[config.mk]
export PLATFORM = sky130hd
export DESIGN_NAME = mem_err_logger
export DESIGN_NICKNAME = d
export VERILOG_FILES = /design/src/rtl/mel_pkg.sv /design/src/rtl/mel_popcount.sv /design/src/rtl/mel_run_track.sv /design/src/rtl/mel_record.sv /design/src/rtl/mel_test_counters.sv /design/src/rtl/mem_err_logger.sv
export SDC_FILE = /design/constraint.sdc
export NUM_CORES = 1
export LEC_CHECK = 0
export ABC_AREA = 1
export BUFFER_PORTS_ARGS = -buffer_cell sky130_fd_sc_hd__buf_2
export CAP_MARGIN = 20
export CORE_ASPECT_RATIO = 1.25
export CORE_MARGIN = 10
export CORE_UTILIZATION = 51
export DETAILED_ROUTE_END_ITERATION = 8
export PLACE_DENSITY = 0.85
export SKIP_LAST_GASP = 1
export SYNTH_ARGS = -nofsm -noshare
export SYNTH_HDL_FRONTEND = slang
export SYNTH_SLANG_ARGS = --single-unit
[constraint.sdc]
create_clock -name clk -period 6.9 [get_ports clk]
set_input_delay 0.345 -clock clk [delete_from_list [all_inputs] [get_ports clk]]
set_output_delay 0.345 -clock clk [all_outputs]
set_load 0.05 [all_outputs]
[src/rtl/mel_pkg.sv]
// Shared declarations for the memory test failure logger.
// Assumes nothing beyond IEEE 1800-2017 packages.
package mel_pkg;

    // Action the run tracker takes for one cycle's compare.
    typedef enum logic [1:0] {
        RUN_HOLD   = 2'd0,   // no compare this cycle
        RUN_BREAK  = 2'd1,   // passing compare ends the run
        RUN_START  = 2'd2,   // failure opens a new run
        RUN_EXTEND = 2'd3    // failure at previous address + 1
    } run_act_e;

endpackage

[src/rtl/mel_popcount.sv]
// Population count of an error pattern, purely combinational.
// Assumes CNT_W is wide enough to hold DATA_W.
module mel_popcount #(
    parameter int DATA_W = 32,
    parameter int CNT_W  = $clog2(DATA_W + 1)
) (
    input  logic [DATA_W-1:0] bits,
    output logic [CNT_W-1:0]  ones
);

    // Sum every bit of the pattern.
    always_comb begin
        ones = '0;
        for (int i = 0; i < DATA_W; i++) begin
            ones = ones + CNT_W'(bits[i]);
        end
    end

endmodule

[src/rtl/mel_run_track.sv]
// Tracks runs of failures at consecutive word addresses and keeps the
// longest one. Assumes fail is only high together with cmp_valid.
module mel_run_track #(
    parameter int ADDR_W = 32,
    parameter int CNT_W  = 16
) (
    input  logic              clk,
    input  logic              rst_n,
    input  logic              clr,
    input  logic              cmp_valid,
    input  logic              fail,
    input  logic [ADDR_W-1:0] addr,
    output logic [CNT_W-1:0]  run_max
);
    import mel_pkg::*;

    logic [CNT_W-1:0]  run_cur;
    logic [CNT_W-1:0]  run_next;
    logic [ADDR_W-1:0] prev_addr;
    run_act_e          act;

    // Classify this cycle's compare.
    always_comb begin
        if (!cmp_valid)
            act = RUN_HOLD;
        else if (!fail)
            act = RUN_BREAK;
        else if ((run_cur != '0) && (addr == ADDR_W'(prev_addr + 1'b1)))
            act = RUN_EXTEND;
        else
            act = RUN_START;
    end

    // Next length of the current run.
    always_comb begin
        case (act)
            RUN_BREAK:  run_next = '0;
            RUN_START:  run_next = CNT_W'(1);
            RUN_EXTEND: run_next = run_cur + 1'b1;
            default:    run_next = run_cur;
        endcase
    end

    // Hold the current run, last failing address and longest run.
    always_ff @(posedge clk) begin
        if (!rst_n || clr) begin
            run_cur   <= '0;
            prev_addr <= '0;
            run_max   <= '0;
        end else begin
            run_cur <= run_next;
            if (act == RUN_START || act == RUN_EXTEND)
                prev_addr <= addr;
            if (run_next > run_max)
                run_max <= run_next;
        end
    end

endmodule

[src/rtl/mel_record.sv]
// Keeps the most recent distinct failure and how often it repeated.
// A record is the same when address and error pattern both match.
module mel_record #(
    parameter int ADDR_W = 32,
    parameter int DATA_W = 32,
    parameter int TEST_W = 4,
    parameter int CNT_W  = 16
) (
    input  logic              clk,
    input  logic              rst_n,
    input  logic              clr,
    input  logic              fail,
    input  logic [TEST_W-1:0] test,
    input  logic [ADDR_W-1:0] addr,
    input  logic [DATA_W-1:0] err_bits,
    output logic [TEST_W-1:0] last_test,
    output logic [ADDR_W-1:0] last_addr,
    output logic [DATA_W-1:0] last_bits,
    output logic [CNT_W-1:0]  last_repeat
);

    logic same;

    // Match against the held record; an empty record never matches.
    always_comb begin
        same = (last_repeat != '0) && (addr == last_addr) && (err_bits == last_bits);
    end

    // Update or replace the record on each failure.
    always_ff @(posedge clk) begin
        if (!rst_n || clr) begin
            last_test   <= '0;
            last_addr   <= '0;
            last_bits   <= '0;
            last_repeat <= '0;
        end else if (fail) begin
            if (same) begin
                last_repeat <= last_repeat + 1'b1;
            end else begin
                last_test   <= test;
                last_addr   <= addr;
                last_bits   <= err_bits;
                last_repeat <= CNT_W'(1);
            end
        end
    end

endmodule

[src/rtl/mel_test_counters.sv]
// One failure counter per test number, packed into a flat bus.
// Assumes test numbers span the full TEST_W range.
module mel_test_counters #(
    parameter int TEST_W = 4,
    parameter int CNT_W  = 16,
    localparam int NUM_TESTS = 1 << TEST_W
) (
    input  logic                       clk,
    input  logic                       rst_n,
    input  logic                       clr,
    input  logic                       fail,
    input  logic [TEST_W-1:0]          test,
    output logic [NUM_TESTS*CNT_W-1:0] counts
);

    for (genvar t = 0; t < NUM_TESTS; t++) begin : g_test
        logic [CNT_W-1:0] cnt;

        // Count failures belonging to test t.
        always_ff @(posedge clk) begin
            if (!rst_n || clr)
                cnt <= '0;
            else if (fail && (test == TEST_W'(t)))
                cnt <= cnt + 1'b1;
        end

        assign counts[t*CNT_W +: CNT_W] = cnt;
    end

endmodule

[src/rtl/mem_err_logger.sv]
// Memory test failure summary logger. Reduces a stream of compare events
// to address span, sticky bit mask, bit-count statistics, run length,
// per-test counts and a de-duplicated last-failure record.
// Assumes at most one compare per cycle; clr overrides a same-cycle compare.
module mem_err_logger #(
    parameter int ADDR_W = 32,
    parameter int DATA_W = 32,
    parameter int TEST_W = 4,
    parameter int CNT_W  = 16,
    localparam int NUM_TESTS = 1 << TEST_W,
    localparam int BC_W      = $clog2(DATA_W + 1),
    localparam int TOT_W     = CNT_W + BC_W
) (
    input  logic                       clk,
    input  logic                       rst_n,
    input  logic                       clr,
    input  logic                       cmp_valid,
    input  logic [TEST_W-1:0]          cmp_test,
    input  logic [ADDR_W-1:0]          cmp_addr,
    input  logic [DATA_W-1:0]          cmp_exp,
    input  logic [DATA_W-1:0]          cmp_got,
    output logic [CNT_W-1:0]           fail_count,
    output logic [ADDR_W-1:0]          addr_lo,
    output logic [ADDR_W-1:0]          addr_hi,
    output logic [DATA_W-1:0]          bit_mask,
    output logic [TOT_W-1:0]           bits_total,
    output logic [BC_W-1:0]            bits_min,
    output logic [BC_W-1:0]            bits_max,
    output logic [CNT_W-1:0]           run_max,
    output logic [NUM_TESTS*CNT_W-1:0] test_counts,
    output logic [TEST_W-1:0]          last_test,
    output logic [ADDR_W-1:0]          last_addr,
    output logic [DATA_W-1:0]          last_bits,
    output logic [CNT_W-1:0]           last_repeat
);

    logic [DATA_W-1:0] err_bits;
    logic              fail;
    logic              fail_live;
    logic [BC_W-1:0]   nbits;

    // Error pattern and failure qualification.
    always_comb begin
        err_bits  = cmp_exp ^ cmp_got;
        fail      = cmp_valid && (err_bits != '0);
        fail_live = fail && !clr;
    end

    mel_popcount #(.DATA_W(DATA_W), .CNT_W(BC_W)) u_pop (
        .bits (err_bits),
        .ones (nbits)
    );

    // Address span, sticky mask, failure count and bit statistics.
    always_ff @(posedge clk) begin
        if (!rst_n || clr) begin
            fail_count <= '0;
            addr_lo    <= '1;
            addr_hi    <= '0;
            bit_mask   <= '0;
            bits_total <= '0;
            bits_min   <= '1;
            bits_max   <= '0;
        end else if (fail) begin
            fail_count <= fail_count + 1'b1;
            if (cmp_addr < addr_lo) addr_lo <= cmp_addr;
            if (cmp_addr > addr_hi) addr_hi <= cmp_addr;
            bit_mask   <= bit_mask | err_bits;
            bits_total <= bits_total + TOT_W'(nbits);
            if (nbits < bits_min) bits_min <= nbits;
            if (nbits > bits_max) bits_max <= nbits;
        end
    end

    mel_run_track #(.ADDR_W(ADDR_W), .CNT_W(CNT_W)) u_run (
        .clk       (clk),
        .rst_n     (rst_n),
        .clr       (clr),
        .cmp_valid (cmp_valid),
        .fail      (fail_live),
        .addr      (cmp_addr),
        .run_max   (run_max)
    );

    mel_record #(.ADDR_W(ADDR_W), .DATA_W(DATA_W), .TEST_W(TEST_W), .CNT_W(CNT_W)) u_rec (
        .clk         (clk),
        .rst_n       (rst_n),
        .clr         (clr),
        .fail        (fail_live),
        .test        (cmp_test),
        .addr        (cmp_addr),
        .err_bits    (err_bits),
        .last_test   (last_test),
        .last_addr   (last_addr),
        .last_bits   (last_bits),
        .last_repeat (last_repeat)
    );

    mel_test_counters #(.TEST_W(TEST_W), .CNT_W(CNT_W)) u_tcnt (
        .clk    (clk),
        .rst_n  (rst_n),
        .clr    (clr),
        .fail   (fail_live),
        .test   (cmp_test),
        .counts (test_counts)
    );

endmodule

==> impl_metrics.ini <==
[placement]
portBuffers = 605
postPlaceCellArea_um2 = 35300
dpl.hpwl_um = 77300
finalWeightedCongestion = 0.983

[clocking]
tritoncts.num_buffers = 57
cts_tree = yes
postCtsSetupBuffers = 0
cts.clk_slew.worst_paths_ns = 0.06
clk_latency_ns = 0.64
clockBufferDepth = 3
cts_sinks = 550
clockRootBuffer = clkbuf_16
htree_levels = 2

[die]
core_um2 = 61600
fp.dieArea_um2 = 72400
start_util_pct = 51.3
num_rows = 102
die_y_um = 298
die_w_um = 243
io_pins = 606

[synthesis]
ys_seq_area_share_pct = 34.8
synth_top_cell_by_area = dfxtp_1
synth_cell_type_count = 51
synth_compound_area_share_pct = 9.84
synth_fp_nets = 4893
synth-xor-area-share_pct = 7.56
syn_avg_cell_area_um2 = 6.82
synth_top_cell_area_share_pct = 34.8
synth-simple-area-share_pct = 32.6
synth-seq-cells = 550
synthCells = 4636
syn_area_um2 = 31600
synthTopCellsByArea = dfxtp_1 35%, nand2_1 13%, nor2_1 6.7%
yosys.area_share.adder_pct = 6.65
yosys_warnings = 0
synth_top_family_by_area = simple AND/OR/NAND/NOR gates
synthMuxAreaShare_pct = 0

[finish]
syn_to_final_growth_pct = 18.3
final_cell_mix = 1093 x nand2_1, 605 x buf_2, 567 x nor2_1, 550 x dfxtp_1, 524 x inv_1
drive_gt1_share_pct = 15.9
layout_commonest_cell = nand2_1
multi_input_area_um2 = 18000
fillCellCount = 5644
regArea_um2 = 11000
fin_nets = 5442
fin_util_pct = 60.7
final_cell_area_um2 = 37400

[setup_path]
r2r_slack_ns = 1.97
crit_required_ns = 7.42
arrival_ns = 7.00
critPathLaunch = cmp_got[0]
crit_fanout = 6
reg2reg_from = u_run.prev_addr[0]
end_kind = flip-flop
path_class = in -> reg
cp-start-kind = input pin

[timing]
worst_pin_slew_ns = 1.08
worst_slew_margin_rel_pct = 28.1
slew_viol_final = 0
fmax_mhz = 154
finalSetupViolations = 0
fin_crit_sh_pct = 94.0
post-route-min-period_ns = 6.48
skew_ns = 0.0448
rsz0062_at_grt = false
hold_violations = 0

[drt]
antenna_left = 0
dr_wl_met3_um = 8730
dr.pass1.iters = 6
top_layer = met5
via_count = 32748
met2_length_um = 49400
routed_wl_um = 103000
drc = 0
wl_per_cell_um = 17.0
vias_per_cell = 5.40
met1Wirelength_um = 40500
drtIter0Drc = 2270

[hold_path]
hp-class = in -> reg
worstHoldStart = cmp_addr[1]

[global_route]
grt_overflow = 0
grt_max_degree = 142
grt_pass1_vias = 31320
track_usage_pct = 27.1
antenna_found_initial = 5
grt_pass1_wl_um = 164000

[run]
maxCapViolations = 0

[power]
seqPwrFrac_pct = 28.9
switching_share_pct = 38.5
powerDensity_nw_per_um2 = 311
p_switching_uw = 4470
internal_power_uw = 7150
power.leakage_uw = 0.0164
p_clk_share_pct = 28.4
irDropWorstVdd_uv = 613
power_frac_comb_pct = 42.7

[status]
status = finished, final reports clean
[area by class of cell]
type                       instances  share of cell area, %
clock buffer                      83                   4.56
tap                              832                   2.78
antenna                            2                 0.0134
clock inverter                    24                  0.833
inverter                         536                   5.40
sequential                       550                   29.4
timing repair buffer             647                   9.03
multi-input combinational       3393                   48.0
[power by group through the flow]
stage	Clock (µW)	Sequential [µW]	Combinational (µW)
floorplan	0	3690	3180
global placement	0	3430	4680
detailed placement	0	3430	4900
CTS	3350	3360	4940
global route	3480	3370	5570
finish	3300	3360	4960
[Yosys cell counts (all sizes together)]
cell type     n
o221ai        4
nand3       340
or2          25
o21a         36
inv         534
o211ai        8
nand4        96
a21oi       401
dfxtp       550
nor4b         1
nor3b         5
and3          4
o21ai       113
o21bai        4
a211oi        1
a21o          3
and2          3
buf          68
clkinv        2
fa           25
nand2      1112
o221a         2
a31oi         7
clkbuf       89
xor2        174
nor2        597
ha          128
nor4         67
nand3b       11
nor3        128
o31ai         1
xnor2        94
xnor3         1
a221oi        2
[metrics by stage]
| step | setup WS (ns) | power, µW | cells | TNS [ns] | hold WS (ns) |
|---|---|---|---|---|---|
| 4_1_cts | 0.308 | 11600 | 6064 | 0 | 0.00123 |
| 2_1_floorplan | 0.390 | 6870 | 4636 | 0 | 0.476 |
| 3_5_place_dp | -0.296 | 8330 | 5951 | -1.25 | 0.444 |
| 6_report | 0.417 | 11600 | 6067 | 0 | 0.0393 |
| 5_1_grt | 0.0665 | 12400 | 6067 | 0 | 0.0183 |
| 3_3_place_gp | -0.0437 | 8110 | 5950 | -0.0965 | 0.434 |
[state kept, by name, indices dropped and copies added, names as in the netlist]
| register | cells |
|---|---|
| bits_max | 6 |
| bits_total | 22 |
| u_run.prev_addr | 32 |
| bits_min | 6 |
| u_rec.last_bits | 32 |
| u_run.run_cur | 16 |
| addr_hi | 32 |
| fail_count | 16 |
| addr_lo | 32 |
| u_rec.last_repeat | 16 |
| u_run.run_max | 16 |
| bit_mask | 32 |
| u_rec.last_addr | 32 |
| u_tcnt.g_test.cnt | 256 |
| u_rec.last_test | 4 |
[final timing paths]
| kind | cells after the start | endpoint |
|---|---|---|
| hold / removal | 3 | u_rec.last_addr[1] |
| hold reg to reg | 2 | bit_mask[17] |
| setup / recovery | 28 | bits_total[11] |
| setup reg to reg | 30 | u_run.run_max[14] |
[worst max-delay path, stage by stage]
cell	delay, ns
buf_2	0.10
xnor2_1	0.25
ha_1	0.29
inv_1	0.09
fa_1	0.42
inv_1	0.09
fa_1	0.46
fa_1	0.55
fa_1	0.45
fa_1	0.51
fa_1	0.54
fa_1	0.21
inv_1	0.06
fa_1	0.39
o21ai_0	0.26
xor2_1	0.11
buf_4	0.18
ha_1	0.33
nand2_1	0.08
o21ai_0	0.17
a21oi_1	0.09
nor2_1	0.10
a21oi_1	0.05
inv_1	0.09
nand2_1	0.12
nor3_1	0.38
a21oi_1	0.14
o21a_1	0.15
[cell families after synthesis]
family / count (synthesis)
simple gates: 2389
xor+xnor: 269
buf+inv: 693
flops: 550
fa+ha+maj: 153
compound gates: 582
[timing repair]
action / CTS / global route
resized for setup: 0 / 1
hold buffers: 6 / 0
hold endpoints to repair: 6 / 0
endpoints found under the setup margin: 0 / 3
[metal layers]
layer / vias up / global-route usage (%)
met5: - / 0
met1: 15201 / 31.3
met2: 1210 / 47.0
met3: 254 / 6.64
met4: 6 / 11.8
li1: 16077 / -
(Power assumes the default switching activity.)
